## src/rtl/sipo_pkg.sv

```systemverilog
package sipo_pkg;

  // Output stage mode picked by the unblank and phase levels
  typedef enum logic [1:0] {
    MODE_ALL_ON  = 2'b00,
    MODE_ALL_OFF = 2'b01,
    MODE_INVERT  = 2'b10,
    MODE_DIRECT  = 2'b11
  } drive_mode_e;

  // Pin bundle positions inside the synchronizer vector
  localparam int unsigned PIN_SCLK  = 0;
  localparam int unsigned PIN_SDIN  = 1;
  localparam int unsigned PIN_OPEN  = 2;
  localparam int unsigned PIN_SHOW  = 3;
  localparam int unsigned PIN_PHASE = 4;
  localparam int unsigned PIN_COUNT = 5;

  function automatic drive_mode_e mode_of(input logic show, input logic phase);
    return drive_mode_e'({show, phase});
  endfunction

endpackage

```

## src/rtl/pin_sync.sv

```systemverilog
module pin_sync #(
  parameter int unsigned WIDTH  = 5,
  parameter int unsigned STAGES = 2
) (
  input  logic             clk,
  input  logic             rst,
  input  logic [WIDTH-1:0] pin_i,
  output logic [WIDTH-1:0] sync_o
);

  logic [WIDTH-1:0] stage_q [STAGES];

  generate
    for (genvar s = 0; s < STAGES; s++) begin : g_stage
      if (s == 0) begin : g_first
        always_ff @(posedge clk) begin
          if (rst) stage_q[s] <= '0;
          else     stage_q[s] <= pin_i;
        end
      end else begin : g_next
        always_ff @(posedge clk) begin
          if (rst) stage_q[s] <= '0;
          else     stage_q[s] <= stage_q[s-1];
        end
      end
    end
  endgenerate

  assign sync_o = stage_q[STAGES-1];

endmodule

```

## src/rtl/shift_chain.sv

```systemverilog
module shift_chain #(
  parameter int unsigned DEPTH = 32
) (
  input  logic             clk,
  input  logic             rst,
  input  logic             sclk_s,
  input  logic             sdin_s,
  output logic             fall_evt,
  output logic [DEPTH-1:0] chain_q,
  output logic             tail_o
);

  logic sclk_d;

  always_ff @(posedge clk) begin
    if (rst) sclk_d <= 1'b0;
    else     sclk_d <= sclk_s;
  end

  // falling edge of the synchronized serial clock
  assign fall_evt = sclk_d & ~sclk_s;

  always_ff @(posedge clk) begin
    if (rst)           chain_q <= '0;
    else if (fall_evt) chain_q <= {chain_q[DEPTH-2:0], sdin_s};
  end

  assign tail_o = chain_q[DEPTH-1];

  AST_NO_SHIFT_WITHOUT_FALL: assert property (@(posedge clk) disable iff (rst)
    !fall_evt |=> $stable(chain_q));

  AST_TAIL_ADVANCES: assert property (@(posedge clk) disable iff (rst)
    fall_evt |=> tail_o == $past(chain_q[DEPTH-2]));

  AST_HEAD_TAKES_DATA: assert property (@(posedge clk) disable iff (rst)
    fall_evt |=> chain_q[0] == $past(sdin_s));

endmodule

```

## src/rtl/latch_bank.sv

```systemverilog
module latch_bank #(
  parameter int unsigned DEPTH = 32
) (
  input  logic             clk,
  input  logic             rst,
  input  logic             open_s,
  input  logic [DEPTH-1:0] chain_i,
  output logic [DEPTH-1:0] hold_q
);

  always_ff @(posedge clk) begin
    if (rst)         hold_q <= '0;
    else if (open_s) hold_q <= chain_i;
  end

  AST_OPEN_FOLLOWS: assert property (@(posedge clk) disable iff (rst)
    open_s |=> hold_q == $past(chain_i));

  AST_CLOSED_HOLDS: assert property (@(posedge clk) disable iff (rst)
    !open_s |=> $stable(hold_q));

endmodule

```

## src/rtl/drive_stage.sv

```systemverilog
module drive_stage
  import sipo_pkg::*;
#(
  parameter int unsigned DEPTH = 32
) (
  input  logic             clk,
  input  logic             rst,
  input  logic             show_s,
  input  logic             phase_s,
  input  logic [DEPTH-1:0] hold_i,
  output logic [DEPTH-1:0] sink_o
);

  function automatic logic [DEPTH-1:0] sink_pattern(
    input drive_mode_e       mode,
    input logic [DEPTH-1:0]  bits
  );
    case (mode)
      MODE_ALL_ON:  return {DEPTH{1'b1}};
      MODE_ALL_OFF: return '0;
      MODE_INVERT:  return ~bits;
      default:      return bits;
    endcase
  endfunction

  drive_mode_e mode;

  assign mode   = mode_of(show_s, phase_s);
  assign sink_o = sink_pattern(mode, hold_i);

  AST_FORCED_ON: assert property (@(posedge clk) disable iff (rst)
    (!show_s && !phase_s) |-> (&sink_o));

  AST_FORCED_OFF: assert property (@(posedge clk) disable iff (rst)
    (!show_s && phase_s) |-> (sink_o == '0));

  AST_INVERTED: assert property (@(posedge clk) disable iff (rst)
    (show_s && !phase_s) |-> ((sink_o & hold_i) == '0 && (sink_o | hold_i) == {DEPTH{1'b1}}));

  AST_DIRECT: assert property (@(posedge clk) disable iff (rst)
    (show_s && phase_s) |-> ((sink_o ^ hold_i) == '0));

endmodule

```

## src/rtl/sipo_sink_driver.sv

```systemverilog
module sipo_sink_driver
  import sipo_pkg::*;
#(
  parameter int unsigned CHANNELS    = 32,
  parameter int unsigned SYNC_STAGES = 2
) (
  input  logic                clk,
  input  logic                rst,
  input  logic                ser_clk,
  input  logic                ser_din,
  input  logic                latch_open,
  input  logic                unblank,
  input  logic                phase_hi,
  output logic                ser_dout,
  output logic [CHANNELS-1:0] sink_on
);

  logic [PIN_COUNT-1:0] pins_raw;
  logic [PIN_COUNT-1:0] pins_s;
  logic                 shift_fall;
  logic [CHANNELS-1:0]  chain_bits;
  logic [CHANNELS-1:0]  held_bits;

  always_comb begin
    pins_raw            = '0;
    pins_raw[PIN_SCLK]  = ser_clk;
    pins_raw[PIN_SDIN]  = ser_din;
    pins_raw[PIN_OPEN]  = latch_open;
    pins_raw[PIN_SHOW]  = unblank;
    pins_raw[PIN_PHASE] = phase_hi;
  end

  pin_sync #(
    .WIDTH  (PIN_COUNT),
    .STAGES (SYNC_STAGES)
  ) i_pin_sync (
    .clk    (clk),
    .rst    (rst),
    .pin_i  (pins_raw),
    .sync_o (pins_s)
  );

  shift_chain #(
    .DEPTH (CHANNELS)
  ) i_shift_chain (
    .clk      (clk),
    .rst      (rst),
    .sclk_s   (pins_s[PIN_SCLK]),
    .sdin_s   (pins_s[PIN_SDIN]),
    .fall_evt (shift_fall),
    .chain_q  (chain_bits),
    .tail_o   (ser_dout)
  );

  latch_bank #(
    .DEPTH (CHANNELS)
  ) i_latch_bank (
    .clk     (clk),
    .rst     (rst),
    .open_s  (pins_s[PIN_OPEN]),
    .chain_i (chain_bits),
    .hold_q  (held_bits)
  );

  drive_stage #(
    .DEPTH (CHANNELS)
  ) i_drive_stage (
    .clk     (clk),
    .rst     (rst),
    .show_s  (pins_s[PIN_SHOW]),
    .phase_s (pins_s[PIN_PHASE]),
    .hold_i  (held_bits),
    .sink_o  (sink_on)
  );

  AST_TAIL_ONLY_ON_FALL: assert property (@(posedge clk) disable iff (rst)
    !shift_fall |=> $stable(ser_dout));

endmodule

```

## config.mk

```make
export PLATFORM = sky130hd
export DESIGN_NAME = sipo_sink_driver
export DESIGN_NICKNAME = d
export VERILOG_FILES = /design/src/rtl/sipo_pkg.sv /design/src/rtl/pin_sync.sv /design/src/rtl/shift_chain.sv /design/src/rtl/latch_bank.sv /design/src/rtl/drive_stage.sv /design/src/rtl/sipo_sink_driver.sv
export SDC_FILE = /design/constraint.sdc
export NUM_CORES = 1
export LEC_CHECK = 0
export ABC_CLOCK_PERIOD_IN_PS = 1150
export BUFFER_PORTS_ARGS = -buffer_cell sky130_fd_sc_hd__buf_2
export CAP_MARGIN = 15
export CORE_AREA = 2 2 97 99
export DETAILED_ROUTE_END_ITERATION = 10
export DIE_AREA = 0 0 99 101
export SKIP_CTS_REPAIR_TIMING = 1
export SLEW_MARGIN = 10
export SYNTH_ARGS = -nofsm -noshare
export SYNTH_HDL_FRONTEND = slang
export SYNTH_SLANG_ARGS = --single-unit
```

## constraint.sdc

```tcl
create_clock -name clk -period 1.15 [get_ports clk]
set_clock_uncertainty 0.2 [all_clocks]
set_input_delay 0.1725 -clock clk [delete_from_list [all_inputs] [get_ports clk]]
set_output_delay 0.1725 -clock clk [all_outputs]
set_load 0.01 [all_outputs]
```

# Word-level counts from Yosys, hierarchy flattened
# Memory sizes are Yosys's and may differ from the RTL's.
# Cells that the tools add are included.
classes:
  n_reduce_logical: 1
  n_eq_ne: 2
  n_mux: 6
  n_bitwise: 5
op_table:
  columns: ["op", "count"]
  rows:
  - ["$pmux W32 S3", 1]
  - ["$not A32 Y32", 1]
  - ["$mux W5", 2]
  - ["$mux W1", 3]
  - ["$eq A2 B1 Y1 const B", 1]
  - ["$eq A2 B2 Y1 const B", 1]
  - ["$logic_not A2 Y1", 1]
  - ["$or A1 B1 Y1", 2]
  - ["$and A1 B1 Y1", 1]
  - ["$not A1 Y1", 1]
totals:
  register_bits: 65
  ramBits: 10
  word_cells: 18
  out_inout_bits: 33
  n_memories: 1
mem_list:
  columns: ["name", "words", "width", "rd", "rd_clocked_by_memory_dff", "wr", "line", "rtl"]
  rows:
  - ["i_pin_sync.stage_q", 2, 5, 2, 0, 2, "pin_sync.sv:11", "logic [WIDTH-1:0] stage_q [STAGES];"]

# Depth between registers and ports, before layout
# Gate-level depths: netlist (run 1).
depth:
  word_depth: 3
  mapped_depth: 4

# Modules after synthesis
# A second synthesis (run 1) with hierarchy kept.
hier_totals:
  cells_unflattened: 302
  area_unflattened_um2: 3200.6
modules_own_cells:
  columns: ["module", "cells_each", "seq_area_each_um2", "n_inst", "area_each_um2"]
  rows:
  - ["shift_chain", 108, 660.6, 1, 1298.7]
  - ["latch_bank", 103, 640.6, 1, 1163.6]
  - ["drive_stage", 71, 0.0, 1, 475.5]
  - ["pin_sync", 20, 200.2, 1, 262.8]

# Worst setup path after synthesis (run 1)
# No wires, ideal clock.
synth_path:
  path_type: "register to output"
  from: "memory i_pin_sync.stage_q[1][4]"
  to: "output sink_on[0]"
  slack_ns: -0.077
  path_stages_with_launch: 4
  t_arrival_ns: 0.854
  n_path_buf: 2
  path_cell_list: "dfxtp_1 > buf_2 > buf_4 > xor2_1"
synth_lines:
  columns: ["item", "line", "rtl"]
  rows:
  - ["start: declaration", "pin_sync.sv:11", null]
  - ["end: declaration", "sipo_sink_driver.sv:15", "output logic [CHANNELS-1:0] sink_on"]

==> results of run 1 <==
-- kinds of logic (layout without fill, tap and decap cells) --
| kind of cell | Yosys count | in the layout | synth area share [%] |
|---|---|---|---|
| xor+xnor | 32 | 32 | 8.91 |
| simple gates | 109 | 109 | 17.1 |
| flops | 75 | 75 | 47.7 |
| mux | 63 | 63 | 20.0 |
| compound gates | 1 | 1 | 0.159 |
| buf+inv | 23 | 85 | 6.09 |
-- metrics by stage --
stage | hold WS [ns] | setup TNS, ns
final | 0.0361 | -18.87
after global routing | 0.0473 | -23.70
after CTS | -0.185 | -18.43
after detailed placement | 0.184 | -5.51
after global placement | 0.183 | -4.63
after floorplan | 0.101 | -0.333
-- Yosys cell counts, drive strengths merged --
library cell	count	area (sq um)
buf	20	180
clkbuf	3	11.3
dfxtp	75	1500
mux2i	63	631
nand2	32	120
nand2b	32	200
nand4bb	1	11.3
nor2	32	120
nor2b	12	85.1
o21ai	1	5.00
xor2	32	280
-- where the power goes --
| part | switching (mW) | internal [mW] |
|---|---|---|
| clock | 0.875 | 0.943 |
| combinational | 0.196 | 0.247 |
| sequential | 0.0164 | 2.61 |
-- metal layers --
metal | share of wire [%] | track usage (%) | vias up
met5 | 0 | 0 | -
met2 | 47 | 18.1 | 32
li1 | - | - | 1061
met4 | 1.7 | 6.64 | 0
met1 | 48 | 14.1 | 1000
met3 | 2.9 | 2.70 | 11
-- flip-flops by register name, summed over array words and instances, names as in the netlist --
name and cells:
i_shift_chain.sclk_d 1, i_pin_sync.stage_q 10, i_latch_bank.hold_q 32, i_shift_chain.chain_q 32
-- final timing paths --
check                           startpoint                         to  slack [ns]  cells past startpoint
setup / recovery  i_pin_sync.stage_q[1][4]                sink_on[26]       -0.51                      4
hold / removal                         rst    i_latch_bank.hold_q[13]        0.04                      3
setup reg to reg      i_shift_chain.sclk_d  i_shift_chain.chain_q[25]       -0.11                      3
hold reg to reg   i_pin_sync.stage_q[0][1]   i_pin_sync.stage_q[1][1]        0.24                      1
-- worst max-delay path, cell delays in order (launching register included) --
cell and delay [ns]:
sky130_fd_sc_hd__dfxtp_4 0.36, sky130_fd_sc_hd__buf_6 0.13, sky130_fd_sc_hd__clkbuf_16 0.16, sky130_fd_sc_hd__xor2_2 0.16, sky130_fd_sc_hd__buf_2 0.13
-- layout make-up --
| cell class | count | area share [%] |
|---|---|---|
| Timing Repair Buffer | 70 | 16.9 |
| Clock inverter | 2 | 0.231 |
| Sequential cell | 75 | 35.0 |
| Clock buffer | 13 | 3.90 |
| Multi-Input combinational cell | 205 | 40.7 |
| Tap cell | 111 | 3.21 |
==> impl_metrics.xml, run 1 <==
<?xml version="1.0" encoding="UTF-8"?>
<metrics>
  <group name="placed_design">
    <metric name="gp_congestion" unit="">0.677</metric>
    <metric name="instance_area_at_placement" unit="sq um">3850</metric>
    <metric name="post-place-ws" unit="ns">-0.196</metric>
    <metric name="dp_hpwl" unit="um">3830</metric>
    <metric name="place.port_buffers" unit="">39</metric>
    <metric name="post-place-cells" unit="">447</metric>
  </group>
  <group name="global_routing">
    <metric name="globalRoute.totalOverflow" unit="">0</metric>
    <metric name="pin_count_of_the_biggest_net_entering_global_routing" unit="">37</metric>
    <metric name="antenna_found_initial" unit="">0</metric>
    <metric name="gr-usage-all-layers" unit="%">11.4</metric>
    <metric name="grt_pass1_wl" unit="um">8930</metric>
    <metric name="first_global_vias" unit="">1950</metric>
  </group>
  <group name="die">
    <metric name="std_cell_rows" unit="">35</metric>
    <metric name="die-width" unit="um">99</metric>
    <metric name="fp.dieH" unit="um">101</metric>
    <metric name="num_io_pins" unit="">40</metric>
    <metric name="dieArea" unit="sq um">10000</metric>
    <metric name="core_region_area" unit="sq um">8980</metric>
    <metric name="start_util" unit="%">35.0</metric>
  </group>
  <group name="routing">
    <metric name="route.detailed.wl_per_inst" unit="um">12.6</metric>
    <metric name="routed-via-count" unit="">2104</metric>
    <metric name="detailedRoute.firstPassIterationCount" unit="">4</metric>
    <metric name="route.detailed.vias_per_inst" unit="">4.42</metric>
    <metric name="drt_iter0_drc" unit="">52</metric>
    <metric name="drtAntennaViolNets" unit="">0</metric>
    <metric name="drc" unit="">0</metric>
    <metric name="routed_wirelength" unit="um">5980</metric>
  </group>
  <group name="finish">
    <metric name="final_area" unit="sq um">4330</metric>
    <metric name="share_of_post_route_cells_with_drive_strength_above_1" unit="%">34.5</metric>
    <metric name="layout.cells.most_common" unit="">sky130_fd_sc_hd__dfxtp_1</metric>
    <metric name="filler_cell_count" unit="">812</metric>
    <metric name="layout_common_cells" unit="">sky130_fd_sc_hd__dfxtp_1 (70), sky130_fd_sc_hd__mux2i_1 (63), sky130_fd_sc_hd__buf_2 (37), sky130_fd_sc_hd__nor2_1 (32), sky130_fd_sc_hd__nand2b_1 (32)</metric>
    <metric name="final_nets" unit="">368</metric>
    <metric name="area_of_the_multi_input_gates" unit="sq um">1760</metric>
    <metric name="post_layout_nonfiller_instances" unit="">476</metric>
    <metric name="finish.utilization" unit="%">48.2</metric>
    <metric name="antenna_cells" unit="">0</metric>
    <metric name="final-seq-area" unit="sq um">1520</metric>
    <metric name="area_growth_from_synthesis_to_layout" unit="%">37.7</metric>
  </group>
  <group name="timing">
    <metric name="min_period" unit="ns">1.66</metric>
    <metric name="slew_headroom" unit="%">84.9</metric>
    <metric name="setup_viol" unit="">86</metric>
    <metric name="max_slew.worst_pin.slew" unit="ns">0.226</metric>
    <metric name="achievable-frequency" unit="MHz">601</metric>
    <metric name="setup_slack" unit="ns">-0.514</metric>
    <metric name="final-hold-violation-count" unit="">0</metric>
    <metric name="report.final.slew_viol_count" unit="">0</metric>
    <metric name="setup_repair_after_global_routing_missed_its_margin" unit="">yes</metric>
    <metric name="timing.final.crit_share" unit="%">145</metric>
  </group>
  <group name="yosys">
    <metric name="post_synth.cell_area_avg" unit="sq um">10.4</metric>
    <metric name="netlist_instances" unit="">303</metric>
    <metric name="seq_area_frac_synth" unit="%">47.7</metric>
    <metric name="syn-num-nets" unit="">310</metric>
    <metric name="synth-seq-cells" unit="">75</metric>
    <metric name="synth.lib_cells_used.distinct" unit="">16</metric>
    <metric name="yosys_warnings" unit="">0</metric>
    <metric name="synthesis.area" unit="sq um">3150</metric>
  </group>
  <group name="pwr">
    <metric name="ir_drop" unit="mV">0.744</metric>
    <metric name="pwr_density_cell" unit="nW/um^2">1130</metric>
    <metric name="design_power_total" unit="mW">4.88</metric>
    <metric name="cellLeakagePower" unit="nW">1.51</metric>
  </group>
  <group name="worst_setup_path">
    <metric name="critPathRequiredTime" unit="ns">0.78</metric>
    <metric name="worst_setup_path_end_kind" unit="">primary output</metric>
    <metric name="timing.critical_path.arrival" unit="ns">1.29</metric>
    <metric name="worstPathMaxFanout" unit="">5</metric>
    <metric name="timing_worst_setup_path_type" unit="">register to primary output</metric>
    <metric name="crit_path_start_kind" unit="">register</metric>
  </group>
  <group name="clocking">
    <metric name="cts-buffers-inserted" unit="">9</metric>
    <metric name="tritoncts" unit="">yes</metric>
    <metric name="worstSkewPairLatency" unit="ns">0.34</metric>
    <metric name="htree_levels" unit="">3</metric>
    <metric name="tritoncts_num_sinks" unit="">75</metric>
    <metric name="cts-root-to-sink-buffers" unit="">2</metric>
    <metric name="clk_pin_slew_worst_paths" unit="ns">0.07</metric>
    <metric name="clock_tree_root" unit="">sky130_fd_sc_hd__clkbuf_8</metric>
  </group>
  <group name="run">
    <metric name="max_cap_violations" unit="">0</metric>
  </group>
  <group name="hold_path">
    <metric name="worst_hold_path_type" unit="">input pin to register</metric>
  </group>
  <group name="outcome">
    <metric name="failing_checks" unit="">negative setup slack</metric>
    <metric name="outcome" unit="">complete, but fails checks</metric>
  </group>
</metrics>
(Power assumes the default switching activity.)
==> run 2: changes to the inputs <==
--- a/config.mk
+++ b/config.mk
@@ -11,6 +11,7 @@
 export CORE_AREA = 2 2 97 99
 export DETAILED_ROUTE_END_ITERATION = 10
 export DIE_AREA = 0 0 99 101
+export GPL_TIMING_DRIVEN = 0
 export SKIP_CTS_REPAIR_TIMING = 1
 export SLEW_MARGIN = 10
 export SYNTH_ARGS = -nofsm -noshare
==> run 2 against run 1 <==
  * The flow still finishes with violations (negative setup slack)
  * Die area did not move
  * First-iteration DRC count decreased by 38%
  * Count of clock-buffer cells in the layout fell by 2
==> impl_metrics.xml, run 2 (same netlist as run 1, synthesis figures left out) <==
<?xml version="1.0" encoding="UTF-8"?>
<metrics>
  <group name="routing">
    <metric name="drc" unit="">0</metric>
    <metric name="route.detailed.vias_per_inst" unit="">4.40</metric>
    <metric name="drtAntennaViolNets" unit="">0</metric>
    <metric name="drt_iter0_drc" unit="">32</metric>
    <metric name="routed-via-count" unit="">2148</metric>
    <metric name="detailedRoute.firstPassIterationCount" unit="">4</metric>
    <metric name="routed_wirelength" unit="um">6820</metric>
    <metric name="route.detailed.wl_per_inst" unit="um">14.0</metric>
  </group>
  <group name="worst_setup_path">
    <metric name="rr_worst_depth" unit="">5</metric>
    <metric name="timing.critical_path.arrival" unit="ns">1.30</metric>
    <metric name="critPathRequiredTime" unit="ns">0.78</metric>
    <metric name="worst_setup_path_end_kind" unit="">primary output</metric>
    <metric name="rr_startpoint" unit="">i_pin_sync.stage_q[1][2]</metric>
    <metric name="crit_path_start_kind" unit="">register</metric>
    <metric name="worst-r2r-setup-slack" unit="ns">-0.12</metric>
    <metric name="worstPathMaxFanout" unit="">8</metric>
    <metric name="r2r-end" unit="">i_latch_bank.hold_q[12]</metric>
    <metric name="timing_worst_setup_path_type" unit="">register to primary output</metric>
  </group>
  <group name="timing">
    <metric name="max_slew.worst_pin.slew" unit="ns">0.310</metric>
    <metric name="setup_slack" unit="ns">-0.525</metric>
    <metric name="achievable-frequency" unit="MHz">597</metric>
    <metric name="fin_hold_ws" unit="ns">0.0299</metric>
    <metric name="slew_headroom" unit="%">79.3</metric>
    <metric name="min_period" unit="ns">1.68</metric>
    <metric name="setup_repair_after_global_routing_missed_its_margin" unit="">yes</metric>
    <metric name="timing.final.crit_share" unit="%">146</metric>
    <metric name="setup_viol" unit="">94</metric>
    <metric name="final-hold-violation-count" unit="">0</metric>
    <metric name="report.final.slew_viol_count" unit="">0</metric>
  </group>
  <group name="run">
    <metric name="max_cap_violations" unit="">0</metric>
  </group>
  <group name="placed_design">
    <metric name="dp_hpwl" unit="um">4220</metric>
    <metric name="post-place-ws" unit="ns">-0.219</metric>
    <metric name="gp_congestion" unit="">0.710</metric>
    <metric name="place.port_buffers" unit="">38</metric>
  </group>
  <group name="pwr">
    <metric name="cellLeakagePower" unit="nW">1.55</metric>
    <metric name="ir_drop" unit="mV">0.796</metric>
    <metric name="pwr_density_cell" unit="nW/um^2">1140</metric>
  </group>
  <group name="die">
    <metric name="std_cell_rows" unit="">35</metric>
    <metric name="core_region_area" unit="sq um">8980</metric>
    <metric name="num_io_pins" unit="">40</metric>
    <metric name="fp.dieH" unit="um">101</metric>
    <metric name="die-width" unit="um">99</metric>
    <metric name="start_util" unit="%">35.0</metric>
    <metric name="dieArea" unit="sq um">10000</metric>
  </group>
  <group name="clocking">
    <metric name="clk_pin_slew_worst_paths" unit="ns">0.07</metric>
    <metric name="cts-buffers-inserted" unit="">9</metric>
    <metric name="worstSkewPairLatency" unit="ns">0.34</metric>
    <metric name="tritoncts_num_sinks" unit="">75</metric>
    <metric name="htree_levels" unit="">3</metric>
    <metric name="cts-root-to-sink-buffers" unit="">2</metric>
    <metric name="tritoncts" unit="">yes</metric>
    <metric name="clock_tree_root" unit="">sky130_fd_sc_hd__clkbuf_8</metric>
  </group>
  <group name="finish">
    <metric name="area_growth_from_synthesis_to_layout" unit="%">41.5</metric>
    <metric name="layout_common_cells" unit="">sky130_fd_sc_hd__dfxtp_1 (70), sky130_fd_sc_hd__mux2i_1 (60), sky130_fd_sc_hd__buf_2 (42), sky130_fd_sc_hd__nor2_1 (32), sky130_fd_sc_hd__nand2b_1 (32)</metric>
    <metric name="layout.cells.most_common" unit="">sky130_fd_sc_hd__dfxtp_1</metric>
    <metric name="final_nets" unit="">379</metric>
    <metric name="antenna_cells" unit="">0</metric>
    <metric name="finish.utilization" unit="%">49.6</metric>
    <metric name="share_of_post_route_cells_with_drive_strength_above_1" unit="%">35.3</metric>
    <metric name="largestRegisters" unit="">i_latch_bank.hold_q (32), i_shift_chain.chain_q (32), i_pin_sync.stage_q (10)</metric>
  </group>
  <group name="hold_path">
    <metric name="min-delay-start" unit="">rst</metric>
    <metric name="worst_hold_path_type" unit="">input pin to register</metric>
    <metric name="whs_path_depth" unit="">3</metric>
    <metric name="hold_end" unit="">i_shift_chain.chain_q[31]</metric>
  </group>
  <group name="global_routing">
    <metric name="antenna_found_initial" unit="">0</metric>
    <metric name="gr-usage-all-layers" unit="%">12.8</metric>
    <metric name="first_global_vias" unit="">1973</metric>
    <metric name="pin_count_of_the_biggest_net_entering_global_routing" unit="">13</metric>
    <metric name="globalRoute.totalOverflow" unit="">0</metric>
    <metric name="grt_pass1_wl" unit="um">9800</metric>
  </group>
  <group name="outcome">
    <metric name="failing_checks" unit="">negative setup slack</metric>
    <metric name="outcome" unit="">complete, but fails checks</metric>
  </group>
</metrics>
-- run 2: changes by cell type in the layout (fill, tap and decap cells not counted), moves of 2 or more --
cell / before / now
sky130_fd_sc_hd__buf_8: 1 / 3
sky130_fd_sc_hd__buf_2: 37 / 42
sky130_fd_sc_hd__dfxtp_2: 1 / 4
sky130_fd_sc_hd__xor2_2: 28 / 26
sky130_fd_sc_hd__dlygate4sd3_1: 5 / 7
sky130_fd_sc_hd__clkbuf_8: 12 / 10
sky130_fd_sc_hd__buf_6: 6 / 1
sky130_fd_sc_hd__mux2i_1: 63 / 60
sky130_fd_sc_hd__xor2_1: 0 / 2
sky130_fd_sc_hd__clkbuf_1: 1 / 4
sky130_fd_sc_hd__clkbuf_16: 6 / 9
sky130_fd_sc_hd__dfxtp_4: 4 / 1
sky130_fd_sc_hd__mux2i_2: 0 / 3
-- run 2: worst max path at each step --
stage / start / slack [ns] / end / depth (start not counted)
after CTS: i_pin_sync.stage_q[1][3] / -0.60 / sink_on[31] / 4
after floorplan: i_pin_sync.stage_q[1][4] / -0.02 / sink_on[14] / 3
after global placement: i_pin_sync.stage_q[1][3] / -0.21 / sink_on[31] / 4
after detailed placement: i_pin_sync.stage_q[1][3] / -0.22 / sink_on[31] / 4
final: i_pin_sync.stage_q[1][4] / -0.53 / sink_on[12] / 4
after global routing: i_pin_sync.stage_q[1][3] / -0.59 / sink_on[0] / 4
-- run 2: layout make-up --
cell class	count	area (sq um)
Fill cell	817	4530
Tap cell	111	139
Clock buffer	11	141
Multi-Input combinational cell	205	1750
Sequential cell	75	1510
Buffer	23	322
Timing Repair Buffer	58	534
Clock inverter	5	52.6
-- run 2: layer usage --
layer	part of all wire (%)	routed length, um	GRT usage [%]
met2	48	3250	20.9
met4	1.6	108	5.69
met5	0	0	0
met1	48	3270	16.3
met3	2.7	184	2.91
-- run 2: per-stage QoR --
stage               instance area [sq um]  setup TNS (ns)  instances  total power, mW
floorplan                            3480          -0.333        303             2.95
global placement                     3810           -7.32        452             3.05
detailed placement                   3810           -8.46        452             3.05
CTS                                  4010          -22.04        468             5.03
global route                         4450          -23.95        488             5.30
finish                               4450          -19.12        488             5.09
-- run 2: worst max-delay path: stages, from the launching register on --
cell	delay, ns
sky130_fd_sc_hd__dfxtp_2	0.33
sky130_fd_sc_hd__buf_12	0.15
sky130_fd_sc_hd__clkbuf_16	0.18
sky130_fd_sc_hd__xor2_4	0.17
sky130_fd_sc_hd__buf_2	0.13
-- run 2: report_power, final --
part,total [mW],internal (mW),switching (mW)
Clock,1.99,1.05,0.939
Sequential,2.62,2.61,0.00988
Combinational,0.480,0.264,0.217
Total,5.09,3.93,1.17
